<file path="config.mk">
export PLATFORM = sky130hd
export DESIGN_NAME = dma_chan_status
export DESIGN_NICKNAME = d
export VERILOG_FILES = /design/src/rtl/dma_stat_pkg.sv /design/src/rtl/dma_bus_decode.sv /design/src/rtl/dma_run_state.sv /design/src/rtl/dma_w1c_flag.sv /design/src/rtl/dma_chan_status.sv
export SDC_FILE = /design/constraint.sdc
export NUM_CORES = 1
export LEC_CHECK = 0
export BUFFER_PORTS_ARGS = -buffer_cell sky130_fd_sc_hd__buf_2
export CAP_MARGIN = 15
export CORE_AREA = 2 2 39 41
export DETAILED_ROUTE_END_ITERATION = 8
export DIE_AREA = 0 0 41 43
export PLACE_DENSITY_LB_ADDON = 0.3
export REMOVE_ABC_BUFFERS = 1
export SYNTH_ARGS = -nofsm -noshare
export SYNTH_HDL_FRONTEND = slang
export SYNTH_SLANG_ARGS = --single-unit
</file>
<file path="constraint.sdc">
create_clock -name clk_i -period 1.9 [get_ports clk_i]
set_input_delay 0.095 -clock clk_i [delete_from_list [all_inputs] [get_ports clk_i]]
set_output_delay 0.095 -clock clk_i [all_outputs]
set_load 0.01 [all_outputs]
</file>
<file path="src/rtl/dma_stat_pkg.sv">
package dma_stat_pkg;
  localparam int unsigned STAT_W    = 16;
  localparam int unsigned BIT_DONE  = 0;
  localparam int unsigned BIT_ERR   = 1;
  localparam int unsigned BIT_FETCH = 2;
  localparam int unsigned BIT_RUN   = 3;
  localparam int unsigned N_FLAGS   = 4;

  localparam int unsigned CFG_EN_BIT   = 0;
  localparam int unsigned FLOW_LSB     = 4;
  localparam int unsigned FLOW_W       = 3;
  localparam int unsigned FLOW_DESC_MIN = 4;

  typedef struct packed {
    logic              cfg_wr;
    logic              cfg_en;
    logic              cfg_desc;
    logic              clr_done;
    logic              clr_err;
  } bus_dec_t;
endpackage

</file>
<file path="src/rtl/dma_bus_decode.sv">
module dma_bus_decode
  import dma_stat_pkg::*;
#(
  parameter int unsigned ADDR_W    = 4,
  parameter logic [ADDR_W-1:0] CFG_ADDR  = 'h2,
  parameter logic [ADDR_W-1:0] STAT_ADDR = 'h3
) (
  input  logic              wr_i,
  input  logic [ADDR_W-1:0] addr_i,
  input  logic [STAT_W-1:0] wdata_i,
  output bus_dec_t          dec_o
);
  logic [FLOW_W-1:0] flow;
  logic              hit_cfg, hit_stat;
  logic              unused_wdata;

  assign flow     = wdata_i[FLOW_LSB +: FLOW_W];
  assign hit_cfg  = wr_i && (addr_i == CFG_ADDR);
  assign hit_stat = wr_i && (addr_i == STAT_ADDR);
  assign unused_wdata = ^wdata_i;

  always_comb begin
    dec_o          = '0;
    dec_o.cfg_wr   = hit_cfg;
    dec_o.cfg_en   = wdata_i[CFG_EN_BIT];
    dec_o.cfg_desc = (32'(flow) >= FLOW_DESC_MIN);
    // only the sticky positions are writable; run/fetch bits ignored
    dec_o.clr_done = hit_stat && wdata_i[BIT_DONE];
    dec_o.clr_err  = hit_stat && wdata_i[BIT_ERR];
  end
endmodule

</file>
<file path="src/rtl/dma_run_state.sv">
module dma_run_state
  import dma_stat_pkg::*;
(
  input  logic     clk_i,
  input  logic     rst_ni,
  input  bus_dec_t dec_i,
  input  logic     fetch_start_i,
  input  logic     fetch_end_i,
  input  logic     stop_i,
  output logic     run_o,
  output logic     fetch_o
);
  logic run_d, fetch_d;

  always_comb begin
    run_d   = run_o;
    fetch_d = fetch_o;
    if (dec_i.cfg_wr) begin
      // software config write overrides engine events
      run_d   = dec_i.cfg_en;
      fetch_d = dec_i.cfg_en && dec_i.cfg_desc;
    end else if (stop_i) begin
      run_d   = 1'b0;
      fetch_d = 1'b0;
    end else if (fetch_end_i) begin
      fetch_d = 1'b0;
    end else if (fetch_start_i) begin
      fetch_d = 1'b1;
      run_d   = 1'b1;
    end
  end

  always_ff @(posedge clk_i or negedge rst_ni) begin
    if (!rst_ni) begin
      run_o   <= 1'b0;
      fetch_o <= 1'b0;
    end else begin
      run_o   <= run_d;
      fetch_o <= fetch_d;
    end
  end
endmodule

</file>
<file path="src/rtl/dma_w1c_flag.sv">
module dma_w1c_flag (
  input  logic clk_i,
  input  logic rst_ni,
  input  logic set_i,
  input  logic clr_i,
  output logic q_o
);
  always_ff @(posedge clk_i or negedge rst_ni) begin
    if (!rst_ni)    q_o <= 1'b0;
    else if (set_i) q_o <= 1'b1;  // set beats clear
    else if (clr_i) q_o <= 1'b0;
  end
endmodule

</file>
<file path="src/rtl/dma_chan_status.sv">
module dma_chan_status
  import dma_stat_pkg::*;
#(
  parameter int unsigned ADDR_W    = 4,
  parameter logic [ADDR_W-1:0] CFG_ADDR  = 'h2,
  parameter logic [ADDR_W-1:0] STAT_ADDR = 'h3
) (
  input  logic              clk_i,
  input  logic              rst_ni,
  input  logic              reg_wr_i,
  input  logic [ADDR_W-1:0] reg_addr_i,
  input  logic [15:0]       reg_wdata_i,
  input  logic              ev_done_i,
  input  logic              ev_err_i,
  input  logic              ev_fetch_start_i,
  input  logic              ev_fetch_end_i,
  input  logic              ev_stop_i,
  output logic [15:0]       status_o,
  output logic              done_irq_o,
  output logic              err_irq_o,
  output logic              invalidate_cur_o
);
  bus_dec_t dec;
  logic     run_q, fetch_q;
  logic [1:0] sticky_q, sticky_set, sticky_clr;
  logic     inv_q;

  dma_bus_decode #(
    .ADDR_W(ADDR_W), .CFG_ADDR(CFG_ADDR), .STAT_ADDR(STAT_ADDR)
  ) u_dec (
    .wr_i(reg_wr_i), .addr_i(reg_addr_i), .wdata_i(reg_wdata_i), .dec_o(dec)
  );

  dma_run_state u_run (
    .clk_i(clk_i), .rst_ni(rst_ni), .dec_i(dec),
    .fetch_start_i(ev_fetch_start_i), .fetch_end_i(ev_fetch_end_i),
    .stop_i(ev_stop_i), .run_o(run_q), .fetch_o(fetch_q)
  );

  assign sticky_set = {ev_err_i, ev_done_i};
  assign sticky_clr = {dec.clr_err, dec.clr_done};

  for (genvar g = 0; g < 2; g++) begin : g_sticky
    dma_w1c_flag u_flag (
      .clk_i(clk_i), .rst_ni(rst_ni),
      .set_i(sticky_set[g]), .clr_i(sticky_clr[g]), .q_o(sticky_q[g])
    );
  end

  always_ff @(posedge clk_i or negedge rst_ni) begin
    if (!rst_ni) inv_q <= 1'b0;
    else         inv_q <= ev_err_i;
  end

  always_comb begin
    status_o            = '0;
    status_o[BIT_DONE]  = sticky_q[0];
    status_o[BIT_ERR]   = sticky_q[1];
    status_o[BIT_FETCH] = fetch_q;
    status_o[BIT_RUN]   = run_q;
  end

  assign done_irq_o       = sticky_q[0];
  assign err_irq_o        = sticky_q[1];
  assign invalidate_cur_o = inv_q;
endmodule

</file>
Yosys cells after proc, flatten, opt, wreduce, memory -nomap -nowiden

Cells that the tools add are included.

Add/sub/neg operators: 0
Multipliers: 0
Div/mod/pow operators: 0
Magnitude comparators: 1
Eq/ne operators: 3
Shift operators: 0
Multiplexer cells: 11
Bitwise logic cells: 0
Reduce and logical (&&, ||, !) cells: 10

Operator list:

| kind                 | count |
|---|---|
| $mux W1              | 11 |
| $eq A4 B2 Y1 const B | 2 |
| $logic_and A1 B1 Y1  | 5 |
| $reduce_bool A2 Y1   | 2 |
| $reduce_bool A4 Y1   | 1 |
| $ge A3 B3 Y1 const B | 1 |
| $ne A3 B1 Y1 const B | 1 |
| $reduce_bool A3 Y1   | 1 |
| $reduce_and A2 Y1    | 1 |

Flip-flop bits (word level): 5
Bits in latches: 0
RAM bits: 0
Bits in read-only memories: 0
Input port bits: 28
Output and inout bits: 19
Memories: 0

Depth between registers and ports, before layout

Gate-level depths: netlist (run 1).

Depth after elaboration: 5
Gate-level depth with buffers: 3
Depth with buffers taken out: 3

Hierarchy

A second synthesis (run 1) with hierarchy kept.

Cells, all modules: 40
Area total of the unflattened synthesis: 366.6 um^2

Modules (own cells, without submodules):

| module          | instances | cells an instance | area an instance (um^2) | sequential area each (um^2) |
|---|---|---|---|---|
| dma_chan_status | 1         | 18                | 148.9                   | 25.0 |
| dma_run_state   | 1         | 9                 | 95.1                    | 50.0 |
| dma_w1c_flag    | 2         | 3                 | 36.3                    | 25.0 |
| dma_bus_decode  | 1         | 7                 | 50.0                    | 0.0 |

Worst setup path after synthesis (run 1)

Ideal clock, no wire load.

Kind: input -> register
Start: in reg_addr_i[2]
End: reg u_run.fetch_o
Data arrival time: 728 ps
Required time: 1821 ps
Slack: 1092 ps
Stages on the path: 3
Path through: and4bb_2 nor2b_4 mux2i_1

Word-level cells in the longest chain between the ends: 3

Ends and longest elaborated chain:

| what                                                           | RTL line              | source |
|---|---|---|
| start, declared                                                | dma_chan_status.sv:11 | `input logic [ADDR_W-1:0] reg_addr_i,` |
| $eq A4 B2 Y1 *                                                 | dma_bus_decode.sv:18  | `assign hit_cfg = wr_i && (addr_i == CFG_ADDR);` |
| $logic_and A1 B1 Y1 *                                          | dma_bus_decode.sv:18  |  |
| $reduce_bool A4 Y1 (no line) / $mux W1 (equally long branches) | -                     |  |
| end signal, assigned                                           | dma_run_state.sv:39   | `fetch_o <= fetch_d;` |
| end, declared                                                  | dma_run_state.sv:11   | `output logic fetch_o` |

Every way passes the cells marked *; elsewhere a longest branch is shown, timed or not.
A chain may end at the register's enable or synchronous reset.

Worst setup path in the final report (run 1)

Start: reg g_sticky[1].u_flag.q_o
End: out status_o[1]

RTL lines:

| what                   | RTL line              | source |
|---|---|---|
| start, declared        | dma_w1c_flag.sv:6     | `output logic q_o` |
| start signal, assigned | dma_w1c_flag.sv:9     | `if (!rst_ni) q_o <= 1'b0;` |
| start signal, assigned | dma_w1c_flag.sv:10    | `else if (set_i) q_o <= 1'b1;` |
| start signal, assigned | dma_w1c_flag.sv:11    | `else if (clr_i) q_o <= 1'b0;` |
| end, declared          | dma_chan_status.sv:18 | `output logic [15:0] status_o,` |

No word-level cell between the ends.

==> results of run 1 <==
## power groups by stage
| stage | Clock [uW] | Combinational [uW] | Sequential, uW |
|---|---|---|---|
| final | 120 | 48.9 | 113 |
| after global routing | 140 | 55.2 | 113 |
| after CTS | 124 | 49.6 | 113 |
| after detailed placement | 0 | 46.4 | 115 |
| after global placement | 0 | 45.5 | 115 |
| after floorplan | 0 | 18.8 | 117 |
## through the flow
| step | utilization | hold slack, ns | worst slack [ns] | area (um^2) | std cells |
|---|---|---|---|---|---|
| 2_1_floorplan | - | -0.201 | 1.09 | 273 | 31 |
| 3_3_place_gp | 0.288 | -0.0856 | 0.942 | 398 | 68 |
| 3_5_place_dp | 0.288 | -0.0870 | 0.933 | 398 | 68 |
| 4_1_cts | 0.321 | 0.0329 | 1.03 | 444 | 74 |
| 5_1_grt | 0.321 | 0.0246 | 1.00 | 444 | 74 |
| 6_report | 0.321 | 0.0390 | 1.05 | 444 | 74 |
## final timing paths
check	start	endpoint
max	g_sticky[1].u_flag.q_o$_DFFE_PN0P_	status_o[1]
min	ev_done_i	g_sticky[0].u_flag.q_o$_DFFE_PN0P_
max reg2reg	u_run.fetch_o$_DFFE_PN0P_	u_run.fetch_o$_DFFE_PN0P_
min reg2reg	g_sticky[0].u_flag.q_o$_DFFE_PN0P_	g_sticky[0].u_flag.q_o$_DFFE_PN0P_
max in group asynchronous	rst_ni	g_sticky[1].u_flag.q_o$_DFFE_PN0P_
min in group asynchronous	rst_ni	g_sticky[0].u_flag.q_o$_DFFE_PN0P_
## cell families after synthesis
family,synth area share
AO/OA/AOI/OAI,0.107
flip-flops,0.356
buffers and inverters,0.352
AND/OR/NAND/NOR,0.146
multiplexers,0.0285
other,0.0107
## timing repair
item	in CTS	in global routing
setup buffers	0	0
hold buffers	2	0
resized for setup	0	0
endpoints found under the hold margin	6	0
## synth_stat cells (all sizes together), types with 2 or more instances
master  count
buf        16
dfrtp       5
a21o        2
nand3       2
## flip-flops by register name, indices dropped and copies added, names as in the netlist
register,flops
u_run.run_o,1
invalidate_cur_o,1
g_sticky.u_flag.q_o,2
u_run.fetch_o,1
## final cells by class
cell class	count	area share
Timing Repair Buffer	23	0.282
Inverter	1	0.00845
Clock buffer	4	0.0592
Multi-Input combinational cell	25	0.324
Tap cell	16	0.0451
Sequential cell	5	0.282
## routing by layer
| layer | track usage | up-vias |
|---|---|---|
| li1 | - | 133 |
| met1 | 0.0561 | 120 |
| met2 | 0.134 | 22 |
| met3 | 0.0628 | 0 |
| met4 | 0.0400 | 0 |
| met5 | 0 | - |
==> results.json, run 1 <==
{
  "tritoncts": "built",
  "detail-route-antenna-nets": 0,
  "yosys_warnings": 0,
  "synth_area_per_cell_um2": 9.77,
  "synth_top_area_share": 0.356,
  "m1WireLength_um": 201,
  "clkPwrFrac": 0.425,
  "synthArstFlopShare": 1.00,
  "worst_setup_path_end_kind": "primary output",
  "seqCellArea_um2": 125,
  "finalPower_uw": 282,
  "via_per_inst": 3.72,
  "clockBufferDepth": 2,
  "clkSinkCount": 5,
  "fin_crit_ns": 0.855,
  "slowest_stage": "dfrtp_1",
  "yosysSeqAreaShare": 0.356,
  "drc": 0,
  "synth_edf_count": 0,
  "drt_iter0_drc": 0,
  "grt_antenna_before_repair": 0,
  "fp.dieArea_um2": 1760,
  "power.leakage_uw": 0.000227,
  "crit_path_start_kind": "flip-flop",
  "final_nets": 87,
  "synth-seq-cells": 5,
  "status": "finished clean",
  "post_drt_wl_per_cell_um": 8.19,
  "fillCellCount": 161,
  "dr.pass1.iters": 1,
  "mostFrequentLayoutCells": "buf_2 (21), conb_1 (12), dfrtp_1 (5)",
  "drt_wl_total_um": 606,
  "area_growth_pct": 26.3,
  "holdPathStages": 2,
  "synth_cells": 36,
  "rsz0062_at_grt": "no",
  "power_frac_seq": 0.402,
  "synth_area_leaders": "dfrtp_1 (36%), buf_4 (34%), a21o_1 (4.3%)",
  "finalHoldViolCount": 0,
  "route.met3.wl_um": 95,
  "vdd_ir_drop_max_v": 0.000346,
  "crit_required_ns": 1.80,
  "routed.top_layer": "met3",
  "syn_area_um2": 352,
  "clk-insertion-delay-late_ns": 0.24,
  "arrival_ns": 0.76,
  "slowest_delay_ns": 0.38,
  "layout_commonest_cell": "buf_2",
  "port-buffer-count": 21,
  "grt_pass1_wl_um": 855,
  "fmax_mhz": 1170,
  "drv_slew": 0,
  "grt_pass1_vias": 255,
  "ioPinCount": 47,
  "min_period_over_period": 0.450,
  "grt_start_max_net_pins": 6,
  "cts_root_buffer": "clkbuf_4",
  "globalplace.congestion": 0.576,
  "row_count": 14,
  "synth_flop_cell": "dfrtp_1",
  "met2_length_um": 309,
  "cp_max_fo": 3,
  "diodes": 0,
  "cts_buffers": 3,
  "initial_core_util": 0.254,
  "cp_top_family": "flip-flops",
  "crit_type": "reg2out",
  "fin_skew_ns": 0,
  "drv_cap": 0,
  "netlist-cell-type-count": 15,
  "multi_input_area_um2": 144,
  "die_x_um": 41,
  "rr_worst_depth": 2,
  "overflow": 0,
  "crit_cells": 1,
  "yosysTopAreaCell": "dfrtp_1",
  "internal-power_uw": 212,
  "pwr-share-comb": 0.174,
  "reg2reg_slack_ns": 1.16,
  "vias": 275,
  "clkTransAtPathRegs_ns": 0.04,
  "finalSetupViolCount": 0,
  "drive_above_1_share": 0.466,
  "hpwl_um": 551,
  "crit_chain": "buf_2",
  "die_h_um": 43,
  "hp-class": "in2reg",
  "power_density_nw_per_um2": 634,
  "h-tree-depth": 1,
  "grt_usage": 0.0789,
  "fin_tns_setup_ns": 0,
  "critPathBufInv": 1,
  "swShare": 0.247,
  "netSwitchingPower_uw": 69.6,
  "core_area_um2": 1380
}
(Power assumes the default switching activity.)
==> inputs of run 2 (changes only) <==
==> constraint.sdc (replaced) <==
create_clock -name clk_i -period 0.8 [get_ports clk_i]
set_input_delay 0.04 -clock clk_i [delete_from_list [all_inputs] [get_ports clk_i]]
set_output_delay 0.04 -clock clk_i [all_outputs]
set_load 0.01 [all_outputs]
==> run 2 against run 1 <==
Against the previous run: the flow now finishes with violations (negative setup slack); die area is the same; setup slack lost 1.1 ns; power grew 140%; sequential power grew 140%; largest cell class unchanged.
==> results.json, run 2 (synthesized netlist as in run 1, its figures left out) <==
{
  "cts_root_buffer": "clkbuf_4",
  "critPathBufInv": 1,
  "ioPinCount": 47,
  "grt_pass1_wl_um": 917,
  "cts.repair.resized": 0,
  "cts_buffers": 3,
  "row_count": 14,
  "pwr-share-comb": 0.179,
  "crit_chain": "buf_2",
  "dpl_worst_slack_ns": -0.119,
  "initial_core_util": 0.254,
  "crit_path_start_kind": "flip-flop",
  "tritoncts": "built",
  "detail-route-antenna-nets": 0,
  "grt_antenna_before_repair": 0,
  "power_frac_seq": 0.397,
  "worst_setup_path_end_kind": "primary output",
  "drv_cap": 0,
  "drv_slew": 0,
  "drt_wl_total_um": 630,
  "internal-power_uw": 508,
  "power_density_nw_per_um2": 1460,
  "status": "finished with violations",
  "multi_input_area_um2": 144,
  "fin_ws_ns": -0.00545,
  "port-buffer-count": 21,
  "clkSinkCount": 5,
  "grt_usage": 0.0839,
  "hpwl_um": 547,
  "final_nets": 89,
  "power.leakage_uw": 0.000235,
  "top_register": "g_sticky.u_flag.q_o",
  "netSwitchingPower_uw": 168,
  "mostFrequentLayoutCells": "buf_2 (21), conb_1 (12), dfrtp_1 (5)",
  "h-tree-depth": 1,
  "drt_iter0_drc": 0,
  "clkTransAtPathRegs_ns": 0.04,
  "fp.dieArea_um2": 1760,
  "crit_required_ns": 0.76,
  "post_drt_wl_per_cell_um": 8.29,
  "drive_above_1_share": 0.467,
  "seqCellArea_um2": 125,
  "drc": 0,
  "dp_cells": 68,
  "fin_crit_ns": 0.805,
  "clkPwrFrac": 0.424,
  "clk-insertion-delay-late_ns": 0.24,
  "rsz0062_at_grt": "yes",
  "cp_max_fo": 3,
  "largest_reg_flops": 2,
  "diodes": 0,
  "overflow": 0,
  "arrival_ns": 0.77,
  "slowest_delay_ns": 0.38,
  "grt_start_max_net_pins": 6,
  "finalHoldViolCount": 0,
  "via_per_inst": 3.80,
  "fillCellCount": 162,
  "fin_skew_ns": 0,
  "crit_type": "reg2out",
  "hp-class": "in2reg",
  "core_area_um2": 1380,
  "grt_pass1_vias": 281,
  "vdd_ir_drop_max_v": 0.000581,
  "cp_top_family": "flip-flops",
  "min_period_over_period": 1.01,
  "layout_commonest_cell": "buf_2",
  "die_h_um": 43,
  "vias": 289,
  "clockBufferDepth": 2,
  "globalplace.congestion": 0.584,
  "slowest_stage": "dfrtp_1",
  "finalSetupViolCount": 2,
  "violations": "negative setup slack",
  "dr.pass1.iters": 1,
  "post_layout_nonfiller_instances": 76,
  "fmax_mhz": 1240,
  "die_x_um": 41,
  "area_growth_pct": 31.3,
  "swShare": 0.249
}
-- run 2: cell count changes in the layout (fill, tap and decap cells not counted), sizes merged --
cell / previous run / this run
dlygate4sd3: 2 / 3
buf: 21 / 22
-- run 2: cell type report --
class / instances / share of cell area
sequential: 5 / 0.271
inverter: 1 / 0.00813
multi-input combinational: 25 / 0.312
timing repair buffer: 25 / 0.309
tap: 16 / 0.0434
clock buffer: 4 / 0.0569
-- run 2: routing by layer --
layer / up-vias / track usage / wire length, um
met5: - / 0 / 0
met1: 131 / 0.0658 / 212
met4: 0 / 0.0600 / 0
met3: 0 / 0.0471 / 85
li1: 138 / - / -
met2: 20 / 0.141 / 332
-- run 2: path summary, 6_finish.rpt --
path / from / endpoint / slack, ns / cells past startpoint
setup / recovery: g_sticky[1].u_flag.q_o$_DFFE_PN0P_ / status_o[1] / -0.005 / 1
hold / removal: ev_stop_i / u_run.run_o$_DFFE_PN0P_ / 0.02 / 2
setup reg to reg: g_sticky[0].u_flag.q_o$_DFFE_PN0P_ / g_sticky[0].u_flag.q_o$_DFFE_PN0P_ / 0.05 / 2
hold reg to reg: g_sticky[1].u_flag.q_o$_DFFE_PN0P_ / g_sticky[1].u_flag.q_o$_DFFE_PN0P_ / 0.50 / 1
max in group asynchronous: rst_ni / u_run.fetch_o$_DFFE_PN0P_ / 0.53 / 2
min in group asynchronous: rst_ni / g_sticky[0].u_flag.q_o$_DFFE_PN0P_ / 0.14 / 2
-- run 2: power by group through the flow --
stage               clock network [uW]  logic, uW  registers [uW]
global route                       312        136             270
floorplan                            0       44.6             279
CTS                                304        123             269
global placement                     0        109             273
detailed placement                   0        110             272
finish                             286        121             269
-- run 2: per-stage QoR --
step	utilization	total power [uW]	TNS (ns)	cell area [um^2]	hold slack, ns
floorplan	-	323	0	273	-0.256
global placement	0.288	381	-0.180	398	-0.140
detailed placement	0.288	382	-0.267	398	-0.141
CTS	0.334	695	-0.0711	462	0.0107
global route	0.334	718	-0.165	462	0.0106
finish	0.334	676	-0.0109	462	0.0183
-- run 2: worst reg2reg max path, stage by stage (launching register included) --
cell	delay, ns
dfrtp_1	0.37
buf_4	0.13
a21o_1	0.14
-- run 2: what timing repair did --
action,in CTS,in global routing
endpoints found under the hold margin,8,0
setup buffers,1,0
hold buffers,3,0
endpoints found under the setup margin,5,6
==> inputs of run 3 (changes only) <==
--- a/config.mk
+++ b/config.mk
@@ -11,6 +11,7 @@
 export DETAILED_ROUTE_END_ITERATION = 8
 export DIE_AREA = 0 0 41 43
 export PLACE_DENSITY_LB_ADDON = 0.3
+export RECOVER_POWER = 50
 export REMOVE_ABC_BUFFERS = 1
 export SYNTH_ARGS = -nofsm -noshare
 export SYNTH_HDL_FRONTEND = slang
==> run 3 against run 2 <==
Against the previous run: the flow still finishes with violations (negative setup slack); hold slack stayed put; power is 0.10% lower; maximum frequency stayed put; wire length is 0.16% lower; combinational power hardly changed; setup slack stayed put; die area stayed put; register-to-register slack hardly changed; clock power hardly changed; sequential cell count stayed put; critical path type unchanged; largest cell class unchanged; largest power group unchanged; highest routed layer unchanged.
==> results.json, run 3 (synthesized netlist as in run 1, its figures left out) <==
{
  "fin_ws_ns": -0.00545,
  "crit_chain": "buf_2",
  "arrival_ns": 0.77,
  "critPathBufInv": 1,
  "clk-insertion-delay-late_ns": 0.24,
  "fin_crit_ns": 0.805,
  "drc": 0,
  "rsz0062_at_grt": "yes",
  "fp.dieArea_um2": 1760,
  "power_density_nw_per_um2": 1470,
  "cts.repair.resized": 0,
  "drt_wl_total_um": 629,
  "mostFrequentLayoutCells": "buf_2 (20), conb_1 (12), dfrtp_1 (5)",
  "crit_type": "reg2out",
  "dr.pass1.iters": 1,
  "dp_cells": 68,
  "post_layout_nonfiller_instances": 76,
  "fin_skew_ns": 0,
  "cp_top_family": "flip-flops",
  "dpl_worst_slack_ns": -0.119,
  "violations": "negative setup slack",
  "port-buffer-count": 21,
  "power.leakage_uw": 0.000232,
  "drv_slew": 0,
  "via_per_inst": 3.80,
  "cts_root_buffer": "clkbuf_4",
  "grt_pass1_wl_um": 917,
  "ioPinCount": 47,
  "final_nets": 89,
  "multi_input_area_um2": 144,
  "clkTransAtPathRegs_ns": 0.04,
  "drt_iter0_drc": 0,
  "cp_max_fo": 3,
  "status": "finished with violations",
  "top_register": "g_sticky.u_flag.q_o",
  "drv_cap": 0,
  "slowest_delay_ns": 0.38,
  "initial_core_util": 0.254,
  "core_area_um2": 1380,
  "hpwl_um": 547,
  "row_count": 14,
  "crit_path_start_kind": "flip-flop",
  "min_period_over_period": 1.01,
  "fmax_mhz": 1240,
  "layout_commonest_cell": "buf_2",
  "finalHoldViolCount": 0,
  "fin_tns_setup_ns": -0.0109,
  "slowest_stage": "dfrtp_1",
  "h-tree-depth": 1,
  "vdd_ir_drop_max_v": 0.000581,
  "worst_setup_path_end_kind": "primary output",
  "crit_required_ns": 0.76,
  "grt_antenna_before_repair": 0,
  "vias": 289,
  "overflow": 0,
  "post-route-util": 0.333,
  "grt_start_max_net_pins": 6,
  "diodes": 0,
  "grt_usage": 0.0839,
  "detail-route-antenna-nets": 0,
  "finalSetupViolCount": 2,
  "finalPower_uw": 675,
  "die_h_um": 43,
  "drive_above_1_share": 0.450,
  "cts_buffers": 3,
  "clockBufferDepth": 2,
  "grt_pass1_vias": 281,
  "fillCellCount": 163,
  "hp-class": "in2reg",
  "clkSinkCount": 5,
  "die_x_um": 41,
  "largest_reg_flops": 2,
  "seqCellArea_um2": 125,
  "globalplace.congestion": 0.584,
  "tritoncts": "built",
  "post_drt_wl_per_cell_um": 8.28,
  "area_growth_pct": 31.0
}
## run 3: cell count changes in the layout (fill, tap and decap cells not counted), sizes merged
| cell | change |
|---|---|
| buf | -1 |
| clkbuf | +1 |
## run 3: power breakdown
group          total (uW)  internal, uW  switching, uW
Sequential            269           264           4.32
Clock                 286           188           98.0
Combinational         120          54.4           65.7
## run 3: metal layers
| metal | share of wire | global-route usage |
|---|---|---|
| met3 | 0.14 | 0.0471 |
| met5 | 0 | 0 |
| met1 | 0.34 | 0.0658 |
| met2 | 0.53 | 0.141 |
| met4 | 0 | 0.0600 |
## run 3: worst reg2reg max path: cells and delay by family, from the launching register on
family / cells / cell delay, ns
buffers and inverters: 1 / 0.13
flip-flops: 1 / 0.37
AO/OA/AOI/OAI: 1 / 0.14
## run 3: path summary, 6_finish.rpt
path / startpoint / endpoint / slack (ns) / cells after the start
min in group asynchronous: rst_ni / g_sticky[0].u_flag.q_o$_DFFE_PN0P_ / 0.17 / 2
worst min-delay path: ev_stop_i / u_run.run_o$_DFFE_PN0P_ / 0.02 / 2
worst max-delay path: g_sticky[1].u_flag.q_o$_DFFE_PN0P_ / status_o[1] / -0.005 / 1
worst min register to register: g_sticky[1].u_flag.q_o$_DFFE_PN0P_ / g_sticky[1].u_flag.q_o$_DFFE_PN0P_ / 0.50 / 1
worst max register to register: g_sticky[0].u_flag.q_o$_DFFE_PN0P_ / g_sticky[0].u_flag.q_o$_DFFE_PN0P_ / 0.05 / 2
max in group asynchronous: rst_ni / u_run.fetch_o$_DFFE_PN0P_ / 0.42 / 2
## run 3: layout make-up
class,count,area share
Sequential cell,5,0.272
Tap cell,16,0.0435
Multi-Input combinational cell,25,0.312
Timing Repair Buffer,25,0.307
Clock buffer,4,0.0571
Inverter,1,0.00815
## run 3: what timing repair did
| action | in CTS | in global routing |
|---|---|---|
| hold buffers | 3 | 0 |
| hold endpoints to repair | 8 | 0 |
| setup buffers | 1 | 0 |
| setup endpoints to repair | 5 | 6 |
## run 3: metrics by stage
stage / hold slack, ns / cell area, um^2
after detailed placement: -0.141 / 398
after CTS: 0.0107 / 462
after global placement: -0.140 / 398
final: 0.0183 / 460
after floorplan: -0.256 / 273
after global routing: 0.0106 / 460
